## src/rtl/bmrle_pkg.sv

```systemverilog
package bmrle_pkg;
    localparam int WORD_W   = 8;
    localparam int DICT_N   = 2;
    localparam int MASK_W   = 2;
    localparam int NPOS     = WORD_W / MASK_W;
    localparam int POS_W    = $clog2(NPOS);
    localparam int IDX_W    = $clog2(DICT_N);
    localparam int CNT_W    = POS_W + IDX_W;
    localparam int CNT_MAX  = (1 << CNT_W) - 1;
    localparam int LIT_LEN  = 1 + WORD_W;
    localparam int DIR_LEN  = 2 + IDX_W;
    localparam int BM_LEN   = 2 + POS_W + MASK_W + IDX_W;
    localparam int CODE_W   = (LIT_LEN > BM_LEN) ? LIT_LEN : BM_LEN;
    localparam int LEN_W    = $clog2(CODE_W + 1);

    typedef logic [CODE_W-1:0] code_t;
    typedef logic [LEN_W-1:0]  len_t;

    typedef struct packed {
        code_t code;
        len_t  len;
    } sym_t;

    typedef enum logic [1:0] {
        ST_EMPTY,
        ST_RUN,
        ST_FLUSH
    } enc_state_t;

    function automatic sym_t mk_lit(input logic [WORD_W-1:0] d);
        sym_t s;
        s.code = code_t'({1'b1, d});
        s.len  = len_t'(LIT_LEN);
        return s;
    endfunction

    function automatic sym_t mk_dir(input logic [IDX_W-1:0] idx);
        sym_t s;
        s.code = code_t'({2'b01, idx});
        s.len  = len_t'(DIR_LEN);
        return s;
    endfunction

    function automatic sym_t mk_bm(input logic [POS_W-1:0] pos,
                                   input logic [MASK_W-1:0] pat,
                                   input logic [IDX_W-1:0] idx);
        sym_t s;
        s.code = code_t'({2'b00, pos, pat, idx});
        s.len  = len_t'(BM_LEN);
        return s;
    endfunction

    function automatic sym_t mk_rle(input logic [CNT_W-1:0] cnt);
        sym_t s;
        s.code = code_t'({2'b00, cnt[CNT_W-1:IDX_W], {MASK_W{1'b0}}, cnt[IDX_W-1:0]});
        s.len  = len_t'(BM_LEN);
        return s;
    endfunction
endpackage

```

## src/rtl/bmrle_dict.sv

```systemverilog
module bmrle_dict
    import bmrle_pkg::*;
(
    input  logic                           clk,
    input  logic                           rst_n,
    input  logic                           cfg_we,
    input  logic [IDX_W-1:0]               cfg_sel,
    input  logic [WORD_W-1:0]              cfg_word,
    output logic [DICT_N-1:0][WORD_W-1:0]  entries
);
    for (genvar e = 0; e < DICT_N; e++) begin : g_entry
        always_ff @(posedge clk) begin
            if (!rst_n) begin
                entries[e] <= '0;
            end else if (cfg_we && (cfg_sel == IDX_W'(e))) begin
                entries[e] <= cfg_word;
            end
        end
    end
endmodule

```

## src/rtl/bmrle_match.sv

```systemverilog
module bmrle_match
    import bmrle_pkg::*;
(
    input  logic [WORD_W-1:0]              data,
    input  logic [WORD_W-1:0]              care,
    input  logic [DICT_N-1:0][WORD_W-1:0]  entries,
    output sym_t                           sym
);
    logic [DICT_N-1:0][WORD_W-1:0]             diff;
    logic [DICT_N-1:0]                         exact;
    logic [NPOS-1:0][DICT_N-1:0]               fits;
    logic [NPOS-1:0][DICT_N-1:0][MASK_W-1:0]   pat;

    for (genvar e = 0; e < DICT_N; e++) begin : g_cmp
        assign diff[e]  = (data ^ entries[e]) & care;
        assign exact[e] = (diff[e] == '0);
    end

    for (genvar p = 0; p < NPOS; p++) begin : g_pos
        localparam int LO = WORD_W - MASK_W * (p + 1);
        localparam logic [WORD_W-1:0] WIN = WORD_W'({MASK_W{1'b1}}) << LO;
        for (genvar e = 0; e < DICT_N; e++) begin : g_ent
            assign fits[p][e] = ((diff[e] & ~WIN) == '0);
            assign pat[p][e]  = diff[e][LO +: MASK_W];
        end
    end

    always_comb begin
        logic found;
        found = 1'b0;
        sym   = mk_lit(data & care);
        for (int e = 0; e < DICT_N; e++) begin
            if (!found && exact[e]) begin
                sym   = mk_dir(IDX_W'(e));
                found = 1'b1;
            end
        end
        for (int p = 0; p < NPOS; p++) begin
            for (int e = 0; e < DICT_N; e++) begin
                if (!found && fits[p][e]) begin
                    sym   = mk_bm(POS_W'(p), pat[p][e], IDX_W'(e));
                    found = 1'b1;
                end
            end
        end
    end
endmodule

```

## src/rtl/bmrle_encoder.sv

```systemverilog
module bmrle_encoder
    import bmrle_pkg::*;
(
    input  logic               clk,
    input  logic               rst_n,
    input  logic               cfg_we,
    input  logic [IDX_W-1:0]   cfg_sel,
    input  logic [WORD_W-1:0]  cfg_word,
    input  logic               in_valid,
    output logic               in_ready,
    input  logic [WORD_W-1:0]  in_data,
    input  logic [WORD_W-1:0]  in_care,
    input  logic               in_last,
    output logic               out_valid,
    input  logic               out_ready,
    output logic [CODE_W-1:0]  out_code,
    output logic [LEN_W-1:0]   out_len
);
    logic [DICT_N-1:0][WORD_W-1:0] entries;
    sym_t                          cur;

    enc_state_t        st, st_nx;
    logic [CNT_W-1:0]  cnt, cnt_nx;
    sym_t              head, head_nx;
    logic              oq_valid;
    sym_t              oq;
    logic              emit;
    sym_t              emit_sym;

    logic slot_free;
    logic is_rep;
    logic rle_wins;

    bmrle_dict u_dict (
        .clk      (clk),
        .rst_n    (rst_n),
        .cfg_we   (cfg_we),
        .cfg_sel  (cfg_sel),
        .cfg_word (cfg_word),
        .entries  (entries)
    );

    bmrle_match u_match (
        .data    (in_data),
        .care    (in_care),
        .entries (entries),
        .sym     (cur)
    );

    assign slot_free = !oq_valid || out_ready;
    assign is_rep    = (cur == head);
    assign rle_wins  = (32'(cnt) * 32'(head.len)) > 32'(BM_LEN);

    // state register and datapath registers
    always_ff @(posedge clk) begin
        if (!rst_n) begin
            st       <= ST_EMPTY;
            cnt      <= '0;
            head     <= '0;
            oq_valid <= 1'b0;
            oq       <= '0;
        end else begin
            st   <= st_nx;
            cnt  <= cnt_nx;
            head <= head_nx;
            if (emit) begin
                oq_valid <= 1'b1;
                oq       <= emit_sym;
            end else if (out_ready) begin
                oq_valid <= 1'b0;
            end
        end
    end

    // next state and outputs
    always_comb begin
        st_nx    = st;
        cnt_nx   = cnt;
        head_nx  = head;
        emit     = 1'b0;
        emit_sym = '0;
        in_ready = 1'b0;
        unique case (st)
            ST_EMPTY: begin
                in_ready = slot_free;
                if (in_valid && slot_free) begin
                    emit     = 1'b1;
                    emit_sym = cur;
                    head_nx  = cur;
                    cnt_nx   = '0;
                    st_nx    = in_last ? ST_EMPTY : ST_RUN;
                end
            end
            ST_RUN: begin
                if (is_rep) begin
                    if (cnt == CNT_W'(CNT_MAX - 1)) begin
                        in_ready = slot_free;
                        if (in_valid && slot_free) begin
                            emit     = 1'b1;
                            emit_sym = mk_rle(CNT_W'(CNT_MAX));
                            cnt_nx   = '0;
                            st_nx    = in_last ? ST_EMPTY : ST_RUN;
                        end
                    end else begin
                        in_ready = 1'b1;
                        if (in_valid) begin
                            cnt_nx = cnt + 1'b1;
                            st_nx  = in_last ? ST_FLUSH : ST_RUN;
                        end
                    end
                end else if (cnt == '0) begin
                    in_ready = slot_free;
                    if (in_valid && slot_free) begin
                        emit     = 1'b1;
                        emit_sym = cur;
                        head_nx  = cur;
                        st_nx    = in_last ? ST_EMPTY : ST_RUN;
                    end
                end else begin
                    in_ready = 1'b0;
                    if (in_valid) begin
                        st_nx = ST_FLUSH;
                    end
                end
            end
            ST_FLUSH: begin
                if (slot_free) begin
                    emit = 1'b1;
                    if (rle_wins) begin
                        emit_sym = mk_rle(cnt);
                        cnt_nx   = '0;
                        st_nx    = ST_EMPTY;
                    end else begin
                        emit_sym = head;
                        cnt_nx   = cnt - 1'b1;
                        if (cnt == CNT_W'(1)) begin
                            st_nx = ST_EMPTY;
                        end
                    end
                end
            end
            default: st_nx = ST_EMPTY;
        endcase
    end

    assign out_valid = oq_valid;
    assign out_code  = oq.code;
    assign out_len   = oq.len;
endmodule

```

## config.mk

```make
export PLATFORM = sky130hd
export DESIGN_NAME = bmrle_encoder
export DESIGN_NICKNAME = d
export VERILOG_FILES = /design/src/rtl/bmrle_pkg.sv /design/src/rtl/bmrle_dict.sv /design/src/rtl/bmrle_match.sv /design/src/rtl/bmrle_encoder.sv
export SDC_FILE = /design/constraint.sdc
export NUM_CORES = 1
export LEC_CHECK = 0
export ABC_AREA = 1
export ABC_CLOCK_PERIOD_IN_PS = 7400
export BUFFER_PORTS_ARGS = -buffer_cell sky130_fd_sc_hd__buf_2
export CORE_MARGIN = 2
export CORE_UTILIZATION = 60
export CTS_BUF_LIST = sky130_fd_sc_hd__clkbuf_16
export DETAILED_ROUTE_END_ITERATION = 16
export GPL_ROUTABILITY_DRIVEN = 0
export GPL_TIMING_DRIVEN = 0
export PLACE_DENSITY = 0.87
export REMOVE_ABC_BUFFERS = 1
export SKIP_LAST_GASP = 1
export SYNTH_ARGS = -nofsm -noshare
export SYNTH_HDL_FRONTEND = slang
export SYNTH_HIERARCHICAL = 1
export SYNTH_SLANG_ARGS = --single-unit
export TNS_END_PERCENT = 5
```

## constraint.sdc

```tcl
create_clock -name clk -period 7.4 [get_ports clk]
set_clock_uncertainty 0.1 [all_clocks]
set_input_delay 0.74 -clock clk [delete_from_list [all_inputs] [get_ports clk]]
set_output_delay 0.74 -clock clk [all_outputs]
set_load 0.01 [all_outputs]
```

==> run metrics <==
status=completed; CP max FO=19; Crit path arrival time=4.20 ns; fin cells=865; max cap viols=0; Pwr Density=197 mW/mm^2; Initial Util=61.3%; DP HPWL=8.28 mm; total setup buffers inserted after CTS=0; Comb power frac=35.4%; Hold Buf Count CTS=0; total gr overflow=0; Final Critical Period=5.04 ns; met2 WL post-DR=5.47 mm; TritonCTS clock tree=done; Simple-Gate Fraction of Synth Area=45.8%; H-tree levels=2; Worst VDD drop=0.118 mV; Area after DPL=0.00459 mm^2; most frequent CP cell=nand2_1; CP Capture Type=output port; count of pins over their slew limit=0; fin nets=814; CP required=6.56 ns; DR vias=4858; Yosys warning count=6; DR pass1 iterations=9; EDFF count, synth=0; Fin. Hold Viols=0; initial antenna violation count=0; total power=0.000946 W; io pins=46; WL met3=826 um; Final ANT Viol Nets=0; count of final setup violators=0; core area=0.00718 mm^2; CTS root buffer=clkbuf_16; Post-Syn Instances=735; startpoint types=primary input; fmax=198 MHz; Slew HR=48.8%; first-pass GRT wire length=19.0 mm; Psw=0.000356 W; Main synth FF type=dfxtp_1; Min-Delay Path Class=flip-flop to flip-flop; CTS Buf Count=5; DIE AREA=0.00803 mm^2; Final Instance Area=0.00479 mm^2; Synth Area in Compound Gates=11.9%; kind of critical path=primary input to output port; DRT iter0 DRCs=413; clk_lat worst skew=0.30 ns; Met1 Wirelength=4.58 mm; Via density=5.62; port bufs=45; Area growth syn-to-layout=8.94%; CP top delay family=simple AND/OR/NAND/NOR gates; post-synthesis sequential area ratio=21.9%; #FFs+latches synth=48; clk buf depth=2; period utilization=68.1%; crit-path cells=buf_2 > inv_1 > nand2_1 > nand3_1 > nand2_1 > nor2_1 > nand2_2 > nand4_1 > nor2_1 > nand4_1 > nor3_2 > inv_2 > nor3_2 > inv_1 > nand2_1 > nand2_1 > nor2_1 > nand2_1 > nor2_4 > nand2_4 > inv_1 > o21ai_0 > a22oi_1 > buf_2; fraction of layout cells with a size suffix above 1=15.8%; vias in the first global route=4381; mux contribution to synthesized area=0%; top layer in use=met4; Synth async-reset ratio=0%; Buffers & Inverters on Critical Path=6; All-Layer GR Usage=29.4%; clock slew at reported path FFs=0.07 ns; Die H=89.6 um; Total Wirelength=11.2 mm; # diodes=0; synth unique cells=43; clk sinks=48; # rows=31; CTS resizes=0; final worst slack=2.36 ns; Cell Area, Synth=0.00440 mm^2; biggest cell delay along the critical path=0.47 ns; slowest stage cell, crit path=nor3_2; sequential power share=32.2%; Syn Area/Cell=5.98 um^2; Leak=2.45 nW; largest family of logic cells by synthesized area=simple AND/OR/NAND/NOR gates; Post-Synth XOR/XNOR Area=0.797%; Placed Instances=857; die width=89.6 um; clock share of power=32.4%; largest net degree at the start of global routing=44; RSZ-0062 raised after global routing=no; Adder-Cell Fraction of Synth Area=5.64%; Residual DRC=0; Int Power=0.000589 W; worst-margin pin slew=0.767 ns; switch share=37.7%; Setup TNS=0 ns; pre-CTS WS=2.50 ns; drt wl/cell=13.0 um
[synth_stat cells (3+ instances only)]
| cell type | number | area share, % |
|---|---|---|
| nand2_1 | 182 | 16 |
| inv_1 | 103 | 8.8 |
| nor2_1 | 94 | 8.0 |
| nand3_1 | 72 | 8.2 |
| dfxtp_1 | 48 | 22 |
| a21oi_1 | 42 | 4.8 |
| o21ai_0 | 27 | 3.1 |
| nand3_2 | 19 | 4.3 |
| o21ai_1 | 16 | 1.8 |
| ha_1 | 15 | 4.3 |
| nor3_1 | 15 | 1.7 |
| inv_2 | 13 | 1.1 |
| nand2_2 | 10 | 1.4 |
| nand4_1 | 8 | 1.1 |
| nor2_2 | 7 | 1.0 |
| buf_2 | 6 | 0.68 |
| buf_6 | 6 | 1.5 |
| nor2_4 | 6 | 1.5 |
| buf_4 | 4 | 0.68 |
| clkbuf_1 | 4 | 0.34 |
| nand2_4 | 4 | 1.0 |
| clkinv_1 | 3 | 0.26 |
| fa_1 | 3 | 1.4 |
| xnor2_1 | 3 | 0.60 |
[per-layer routing]
metal  track usage, %  up-vias
met5                0        -
met3             3.93       33
met4             11.8        0
met2             51.7      239
met1             36.0     2203
li1                 -     2383
[cell families (layout without fill, tap and decap cells)]
group / count (synthesis) / after routing
simple gates: 424 / 424
buf+inv: 143 / 174
compound gates: 97 / 97
flops: 48 / 48
fa+ha+maj: 18 / 18
xor+xnor: 4 / 4
other cells: 1 / 1
[metrics by stage]
step                hold WS (ns)  util (%)
finish                     0.379      66.7
global placement           0.361      64.0
detailed placement         0.364      64.0
CTS                        0.383      66.7
floorplan                  0.357         -
global route               0.404      66.7
[power by group through the flow]
stage               Sequential (W)  Clock [W]  Combinational (W)
detailed placement        0.000310          0           0.000324
floorplan                 0.000310          0           0.000238
global placement          0.000308          0           0.000312
CTS                       0.000304   0.000307           0.000328
finish                    0.000305   0.000306           0.000335
global route              0.000308   0.000318           0.000377
[path summary, 6_finish.rpt]
path                                        start                       end  slack (ns)  cells past startpoint
setup / recovery                       in_data[6]                  in_ready        2.36                     24
hold / removal           out_code[4]$_SDFFE_PN0P_  out_code[4]$_SDFFE_PN0P_        0.38                      2
setup reg to reg  u_dict/entries[14]$_SDFFE_PN0P_      head[5]$_SDFFE_PN0P_        3.10                     25
hold reg to reg          out_code[4]$_SDFFE_PN0P_  out_code[4]$_SDFFE_PN0P_        0.38                      2
[layout make-up]
class                   instances  area, um^2
clock buffers                   5         125
clock inverters                 3        68.8
fillers                       660        2390
inverters                     121         462
multi-input cells             544        2820
flip-flops and latches         48         961
well taps                      99         124
repair buffers                 45         225
[state kept, by name, indices dropped and copies added (netlist names)]
signal,count
out_valid,1
head,13
out_len,4
out_code,9
cnt,3
st,2
u_dict/entries,16
[cell usage in the layout, fill, tap and decap left out, drive strengths merged]
cell	Yosys	final
nand4	10	10
o211a	1	1
a22oi	1	1
clkbuf	4	5
a211oi	1	1
a21oi	44	44
bufinv	0	2
nand2	196	196
inv	118	119
nand3	92	92
conb	1	1
o21ai	43	43
o31ai	2	2
o22ai	1	1
dfxtp	48	48
xor2	1	1
clkinv	3	3
nor3	17	17
buf	18	45
nor2b	2	2
fa	3	3
ha	15	15
o311ai	1	1
xnor2	3	3
nor2	107	107
o211ai	2	2
o221ai	1	1
[tightest hold or removal path, stage by stage, from the launching register on]
cell and delay [ns]:
dfxtp_1 0.32, a21oi_1 0.04, nor2_1 0.08
Power figures use the tool's default switching activity.
